### src/rtl/bitrec_seq.sv
module bitrec_seq #(
  parameter int ROW_W = 10,
  parameter int COL_W = 10
) (
  input  logic             clk,
  input  logic             rst_n,
  input  logic             sample_in,
  output logic             refresh_start,
  input  logic             refresh_done,
  output logic             mem_start,
  output logic             mem_write,
  output logic [ROW_W-1:0] mem_row,
  output logic [COL_W-1:0] mem_col,
  output logic             mem_wdata,
  input  logic             mem_rdata,
  input  logic             mem_done,
  output logic             play_mode,
  output logic             bit_out
);

  localparam logic [ROW_W-1:0] ROW_LAST = {ROW_W{1'b1}};
  localparam logic [COL_W-1:0] COL_LAST = {COL_W{1'b1}};

  typedef enum logic [2:0] {
    S_INIT_REQ, S_INIT_WAIT, S_REF_REQ, S_REF_WAIT, S_ACC_REQ, S_ACC_WAIT, S_STEP
  } st_t;

  st_t              st;
  logic [ROW_W-1:0] row_q;
  logic [COL_W-1:0] col_q;
  logic             play_q, wdata_q, out_q;

  always_ff @(posedge clk) begin
    if (!rst_n) begin
      st      <= S_INIT_REQ;
      row_q   <= '0;
      col_q   <= '0;
      play_q  <= 1'b0;
      wdata_q <= 1'b0;
      out_q   <= 1'b0;
    end else begin
      case (st)
        S_INIT_REQ:  st <= S_INIT_WAIT;
        S_INIT_WAIT: if (refresh_done) st <= S_REF_REQ;
        S_REF_REQ:   st <= S_REF_WAIT;
        S_REF_WAIT:
          if (refresh_done) begin
            st <= S_ACC_REQ;
            if (!play_q) begin
              wdata_q <= sample_in;
              out_q   <= sample_in;
            end
          end
        S_ACC_REQ:   st <= S_ACC_WAIT;
        S_ACC_WAIT:
          if (mem_done) begin
            st <= S_STEP;
            if (play_q) out_q <= mem_rdata;
          end
        S_STEP: begin
          st    <= S_REF_REQ;
          row_q <= row_q + 1'b1;
          if (row_q == ROW_LAST) begin
            col_q <= col_q + 1'b1;
            if (col_q == COL_LAST) play_q <= 1'b1;
          end
        end
        default: st <= S_INIT_REQ;
      endcase
    end
  end

  assign refresh_start = (st == S_INIT_REQ) || (st == S_REF_REQ);
  assign mem_start     = (st == S_ACC_REQ);
  assign mem_write     = !play_q;
  assign mem_row       = row_q;
  assign mem_col       = col_q;
  assign mem_wdata     = wdata_q;
  assign play_mode     = play_q;
  assign bit_out       = out_q;

  assert_row_wrap_R4: assert property (@(posedge clk) disable iff (!rst_n)
    (st == S_STEP && row_q == ROW_LAST) |=> (row_q == '0));

  assert_play_sticky_R5: assert property (@(posedge clk) disable iff (!rst_n)
    play_q |=> play_q);

  assert_hold_during_access_R6: assert property (@(posedge clk) disable iff (!rst_n)
    (st == S_ACC_WAIT) |-> ($stable(mem_row) && $stable(mem_col) && $stable(mem_wdata)));

  assert_no_req_while_busy_R10: assert property (@(posedge clk) disable iff (!rst_n)
    (mem_start || (st == S_ACC_WAIT && !mem_done)) |=> (!mem_start && !refresh_start));

endmodule

### config.mk
export PLATFORM = sky130hd
export DESIGN_NAME = bitrec_seq
export DESIGN_NICKNAME = d
export VERILOG_FILES = /design/src/rtl/bitrec_seq.sv
export SDC_FILE = /design/constraint.sdc
export NUM_CORES = 1
export LEC_CHECK = 0
export ABC_CLOCK_PERIOD_IN_PS = 2100
export CAP_MARGIN = 25
export CORE_ASPECT_RATIO = 0.7
export CORE_UTILIZATION = 35
export CTS_CLUSTER_DIAMETER = 50
export DETAILED_ROUTE_END_ITERATION = 10
export PLACE_DENSITY_LB_ADDON = 0.08
export RECOVER_POWER = 25
export SLEW_MARGIN = 20
export SYNTH_ARGS = -nofsm -noshare
export SYNTH_HDL_FRONTEND = slang
export SYNTH_SLANG_ARGS = --single-unit
### constraint.sdc
create_clock -name clk -period 2.1 [get_ports clk]
set_clock_uncertainty 0.2 [all_clocks]
set_input_delay 0.315 -clock clk [delete_from_list [all_inputs] [get_ports clk]]
set_output_delay 0.315 -clock clk [all_outputs]
set_load 0.02 [all_outputs]
* After elaboration in Yosys (flattened, before gate mapping)
Cells that the tools add are included.
** Operators by class
- Divide/modulo/power cells :: 0
- Equal/unequal tests :: 13
- Magnitude comparators :: 0
- Muxes and demuxes :: 9
- Shifts and indexed selects :: 0
- Reduce and logical (&&, ||, !) cells :: 9
- Add/subtract/negate cells :: 2
- Multipliers :: 0
- Bitwise logic cells :: 1
** Operators with widths (number)
- 3-bit case mux with 7 select lines :: 1
- 10-bit by 1-bit adder with 10-bit output, second input constant :: 2
- 10-bit == test, second input constant :: 2
- 2-bit != test, second input constant :: 5
- 3-bit == test, second input constant :: 3
- 3-bit 2-to-1 mux :: 3
- 3-bit AND reduction :: 3
- 3-bit by 2-bit == test with 1-bit output, second input constant :: 2
- 5-bit AND reduction :: 1
- 1-bit 2-to-1 mux :: 4
- 3-bit by 1-bit == test with 1-bit output, second input constant :: 1
- 3-bit logical NOT :: 1
- 1-bit case mux with 2 select lines :: 1
- 2-bit AND reduction :: 1
- 2-bit nonzero test :: 1
- 1-bit logical NOT :: 1
- 1-bit logical OR :: 1
- 1-bit inverter :: 1
** Storage, ports and cells
- Memories kept :: 0
- Output and inout bits :: 26
- Register bits :: 26
- Input bits :: 6
- Bits in latches :: 0
- Word-level logic and storage cells :: 40
- ROM bits :: 0
- Bits in writable memories :: 0

* Longest topological paths before layout
- Depth in word-level cells :: 3
- Mapped depth :: 7
- Mapped depth without buffers :: 6

* Least setup slack after synthesis
OpenSTA, ideal clock, no wires.
- Path kind :: reg-to-reg
- Start point :: reg row_q[0] (netlist: mem_row[0])
- End point :: reg col_q[7] (netlist: mem_col[7])
- Arrival :: 1.964 ns
- Path slack :: -0.135 ns
- Library setup time :: 0.070 ns
- Required time :: 1.830 ns
- Buffers on the path :: 1
- Cell stages (with the launch flop) :: 7
- Period minus slack after synthesis :: 2.235 ns
- Path through :: dfxtp_1 -> ha_1 -> nand4_2 -> or4_1 -> buf_2 -> or3_1 -> a21oi_1
** On the way
- Cells in the longest elaborated chain, start to end :: 2
** Ends and longest elaborated chain
- start, declared :: line 29 : logic [ROW_W-1:0] row_q;
- start signal, assigned :: line 62 : row_q <= row_q + 1'b1;
- 10-bit == test :: line 63 : if (row_q == ROW_LAST) begin
- 2-bit AND reduction (no line)
- end signal, assigned :: line 64 : col_q <= col_q + 1'b1;
- end, declared :: line 30 : logic [COL_W-1:0] col_q;
Every way passes these cells.
A chain may end at the register's enable or synchronous reset.

* Worst setup path after layout
- Start point :: reg st[1]
- End point :: out mem_start
** On the way
- Cells in the longest elaborated chain, start to end :: 1
** Ends and longest elaborated chain
- start, declared :: line 28 : st_t st;
- start signal, assigned :: line 35 : st <= S_INIT_REQ;
- start signal, assigned :: line 43 : S_INIT_REQ: st <= S_INIT_WAIT;
- start signal, assigned :: line 44 : S_INIT_WAIT: if (refresh_done) st <= S_REF_REQ;
- 3-bit == test :: line 74 : assign mem_start = (st == S_ACC_REQ);
- end, declared :: line 10 : output logic mem_start,
Every way passes these cells.

==> flow_summary.yaml <==
place:
  port-buffer-count: 31
  place_congestion: 0.8090
  placed_cells: 233
  place.detailed.hpwl_mm: 2.171
route:
  route.detailed.wl_per_inst_um: 12.10
  viasPerCell: 4.962
  drc: 0
  vias: 1176
  initialDrtViolationCount: 54
  route.final.wire_length_mm: 2.867
  postRouteAntennaNets: 0
  drt_first_pass_iters: 4
timing:
  achievable-frequency_ghz: 0.5001
  max-slew-margin-rel: 0.6300
  final_setup_tns_ns: 0
  report.final.hold_viol_count: 0
  final_period_minus_worst_setup_slack_ns: 2.000
  tightestPinTransition_ns: 0.5532
  rsz0062_at_grt: "false"
  final.period_utilization: 0.9522
  drv_slew: 0
  setup_viol: 0
setup_path:
  family_with_the_most_delay_on_the_worst_path: "buffers and inverters"
  critPathMaxFanout: 3
  cp-startpoint: "st[1]"
  setup.worst_path.end_class: "primary output"
  r2r_slack_ns: 0.13
  endpoint: "mem_start"
  crit_path_top_delay_cell: "sky130_fd_sc_hd__dfxtp_2"
  worst_path_largest_cell_delay_ns: 0.34
  critical_path.cell_chain: "buf_4 -> inv_1 -> ha_1 -> and2_1 -> dlygate4sd2_1"
  worstRegToRegCells: 5
  worst-setup-path-type: "flip-flop to primary output"
  regToRegEndpoint: "mem_col[6]"
  cp.depth: 5
  sum_of_buffers_and_inverters_on_the_critical_path: 3
  reg2reg_from: "mem_col[1]"
  worst_setup_sp_type: "flip-flop"
  critical_path_rt_ns: 1.58
  arrival_ns: 1.48
finish:
  finish.cell_count_without_fillers: 237
  area.growth.synth_to_final_pct: 41.56
  n_antenna_cell: 0
  drive_gt1_frac: 0.1421
  fin_nets: 203
yosys:
  netlist_top_cells_area: "sky130_fd_sc_hd__dfxtp_1 42%, sky130_fd_sc_hd__ha_1 6.1%, sky130_fd_sc_hd__nand2_1 5.2%"
  dominant_combinational_cell_family_by_area_after_synthesis: "simple AND/OR/NAND/NOR gates"
  synth-compound-area-share: 0.1082
  synthDominantCellAreaShare: 0.4206
  synth-async-reset-ratio: 0
  synth.avg_cell_area_um2: 8.418
  multiplexer_share_of_the_synthesized_area: 0.03236
  sequential_fraction_of_the_synthesis_area: 0.4206
  synthFlopType: "sky130_fd_sc_hd__dfxtp_1"
  synth_warnings: 0
  post_synth_and_or_nand_nor_area_fraction: 0.2770
  synth_top_area_cell: "sky130_fd_sc_hd__dfxtp_1"
  synth_xor_area_frac: 0.06370
  synth_fp_nets: 159
  synth_enable_flop_cells: 0
  synth_area_um2: 1237
  postSynthRegisterBits: 26
  synth-adder-area-share: 0.06067
  ys_top_cells_by_count: "26 x sky130_fd_sc_hd__dfxtp_1, 17 x sky130_fd_sc_hd__nand2_1, 17 x sky130_fd_sc_hd__nor2_1"
  post_synth_inst_count: 147
  yosysMostFrequentCell: "sky130_fd_sc_hd__dfxtp_1"
  synthDistinctLibCells: 27
clock_network:
  clock-root-buffer: "sky130_fd_sc_hd__clkbuf_8"
  clkSinkCount: 26
  cts-htree-levels: 1
  cts_tree: "done"
  ctsHoldBuffers: 0
  tritoncts.num_buffers: 3
  path_clk_slew_ns: 0.09
  cts_setup_buffers: 0
  ctsLongestPathBuffers: 2
  clock_insertion_delay_worst_skew_ns: 0.27
power_and_ir_drop:
  pwr_density_cell_nw_per_um2: 643.5
  vdd_ir_drop_max_mv: 0.4208
  report.power.total_mw: 1.127
  static-leakage-power_nw: 0.6257
floorplan:
  die-height_um: 51.75
  placement_rows: 17
  initial_utilization: 0.3802
  die_area_um2: 3781
  die_width_um: 73.07
  floorplan.io_pins: 32
  core_region_area_um2: 3254
grt:
  total_gr_overflow: 0
  first_global_vias: 1068
  antenna_found_initial: 0
  grt_pass1_wl_mm: 4.795
  grt_start_max_net_pins: 15
  globalRouteTotalUtil: 0.1685
job:
  max_cap_check_violation_count: 0
run_status:
  outcome: "completed"
min_path:
  min_path_type: "flip-flop to flip-flop"
[sequential cells by signal, summed over array words and instances, names as in the netlist]
| name | cells |
|---|---|
| bit_out | 1 |
| mem_col | 10 |
| mem_wdata | 1 |
| mem_row | 10 |
| st | 3 |
| play_mode | 1 |
[final cells by class]
| cell class | instances | area, µm² |
|---|---|---|
| multi-input combinational | 109 | 693.2 |
| inverter | 8 | 30.03 |
| sequential | 26 | 530.5 |
| tap | 47 | 58.81 |
| timing repair buffer | 43 | 394.1 |
| clock buffer | 4 | 45.04 |
| fill | 318 | 1503 |
[worst reg2reg max path, cell delays in order, from the launching register on]
cell	delay [ns]
sky130_fd_sc_hd__dfxtp_1	0.39
sky130_fd_sc_hd__ha_1	0.17
sky130_fd_sc_hd__nand2_1	0.07
sky130_fd_sc_hd__or4_4	0.57
sky130_fd_sc_hd__or3_1	0.36
sky130_fd_sc_hd__a21oi_1	0.14
[metal layers]
| metal | wire [µm] | GRT usage | up-vias |
|---|---|---|---|
| met1 | 1462 | 0.2307 | 540 |
| met3 | 155 | 0.04457 | 4 |
| li1 | - | - | 603 |
| met2 | 1216 | 0.2515 | 29 |
| met4 | 32 | 0.06536 | 0 |
| met5 | 0 | 0 | - |
[how the worst min path moves through the flow]
stage | from | endpoint | depth (start not counted)
final | mem_row[1] | mem_row[1] | 2
after global routing | mem_row[1] | mem_row[1] | 2
after CTS | mem_row[1] | mem_row[1] | 2
after detailed placement | mem_wdata | mem_wdata | 2
after global placement | mem_row[1] | mem_row[1] | 2
after floorplan | rst_n | st[0] | 1
[kinds of logic after synthesis]
| group | after synthesis |
|---|---|
| and+or+nand+nor | 67 |
| DFF | 26 |
| AOI/OAI and AO/OA | 23 |
| buffers and inverters | 12 |
| xor gates and xnor gates | 9 |
| adders and majority gates | 6 |
| muxes | 4 |
[cell usage in the layout, fill, tap and decap left out, types with 3 or more instances in the layout]
| cell | instances |
|---|---|
| sky130_fd_sc_hd__buf_4 | 12 |
| sky130_fd_sc_hd__nor3_1 | 4 |
| sky130_fd_sc_hd__o21ai_0 | 8 |
| sky130_fd_sc_hd__or3_1 | 7 |
| sky130_fd_sc_hd__nand2_1 | 17 |
| sky130_fd_sc_hd__dfxtp_1 | 22 |
| sky130_fd_sc_hd__nand4_1 | 3 |
| sky130_fd_sc_hd__clkdlybuf4s50_1 | 27 |
| sky130_fd_sc_hd__ha_1 | 4 |
| sky130_fd_sc_hd__nor4_1 | 3 |
| sky130_fd_sc_hd__xor2_1 | 4 |
| sky130_fd_sc_hd__nand3_1 | 7 |
| sky130_fd_sc_hd__a21oi_1 | 10 |
| sky130_fd_sc_hd__inv_1 | 7 |
| sky130_fd_sc_hd__and4_1 | 3 |
| sky130_fd_sc_hd__clkbuf_8 | 3 |
| sky130_fd_sc_hd__nor2_1 | 17 |
| sky130_fd_sc_hd__xnor2_1 | 5 |
| sky130_fd_sc_hd__mux2i_1 | 4 |
[stage by stage]
step | cell area, µm² | hold WS, ns | utilization | worst slack, ns
floorplan | 1260 | 0.2462 | - | 0.006954
CTS | 1753 | 0.2969 | 0.5386 | 0.007658
detailed placement | 1703 | 0.2817 | 0.5233 | -0.06192
finish | 1752 | 0.2935 | 0.5383 | 0.1005
global route | 1752 | 0.3219 | 0.5383 | 0.003654
global placement | 1703 | 0.2777 | 0.5233 | 0.04180
[where the power goes]
part           leakage [nW]  total [mW]  switching [mW]  internal [mW]
Combinational         0.391       0.300           0.173          0.127
Sequential            0.212       0.539          0.0216          0.518
Clock                0.0228       0.288           0.152          0.136
Total                 0.626        1.13           0.347          0.781
[repair_timing]
item / CTS / global route
cloned: 0 / 0
pin swaps: 0 / 2
endpoints found under the hold margin: 0 / 0
resized for setup: 4 / 4
setup endpoints to repair: 8 / 8
(Power assumes the default switching activity.)
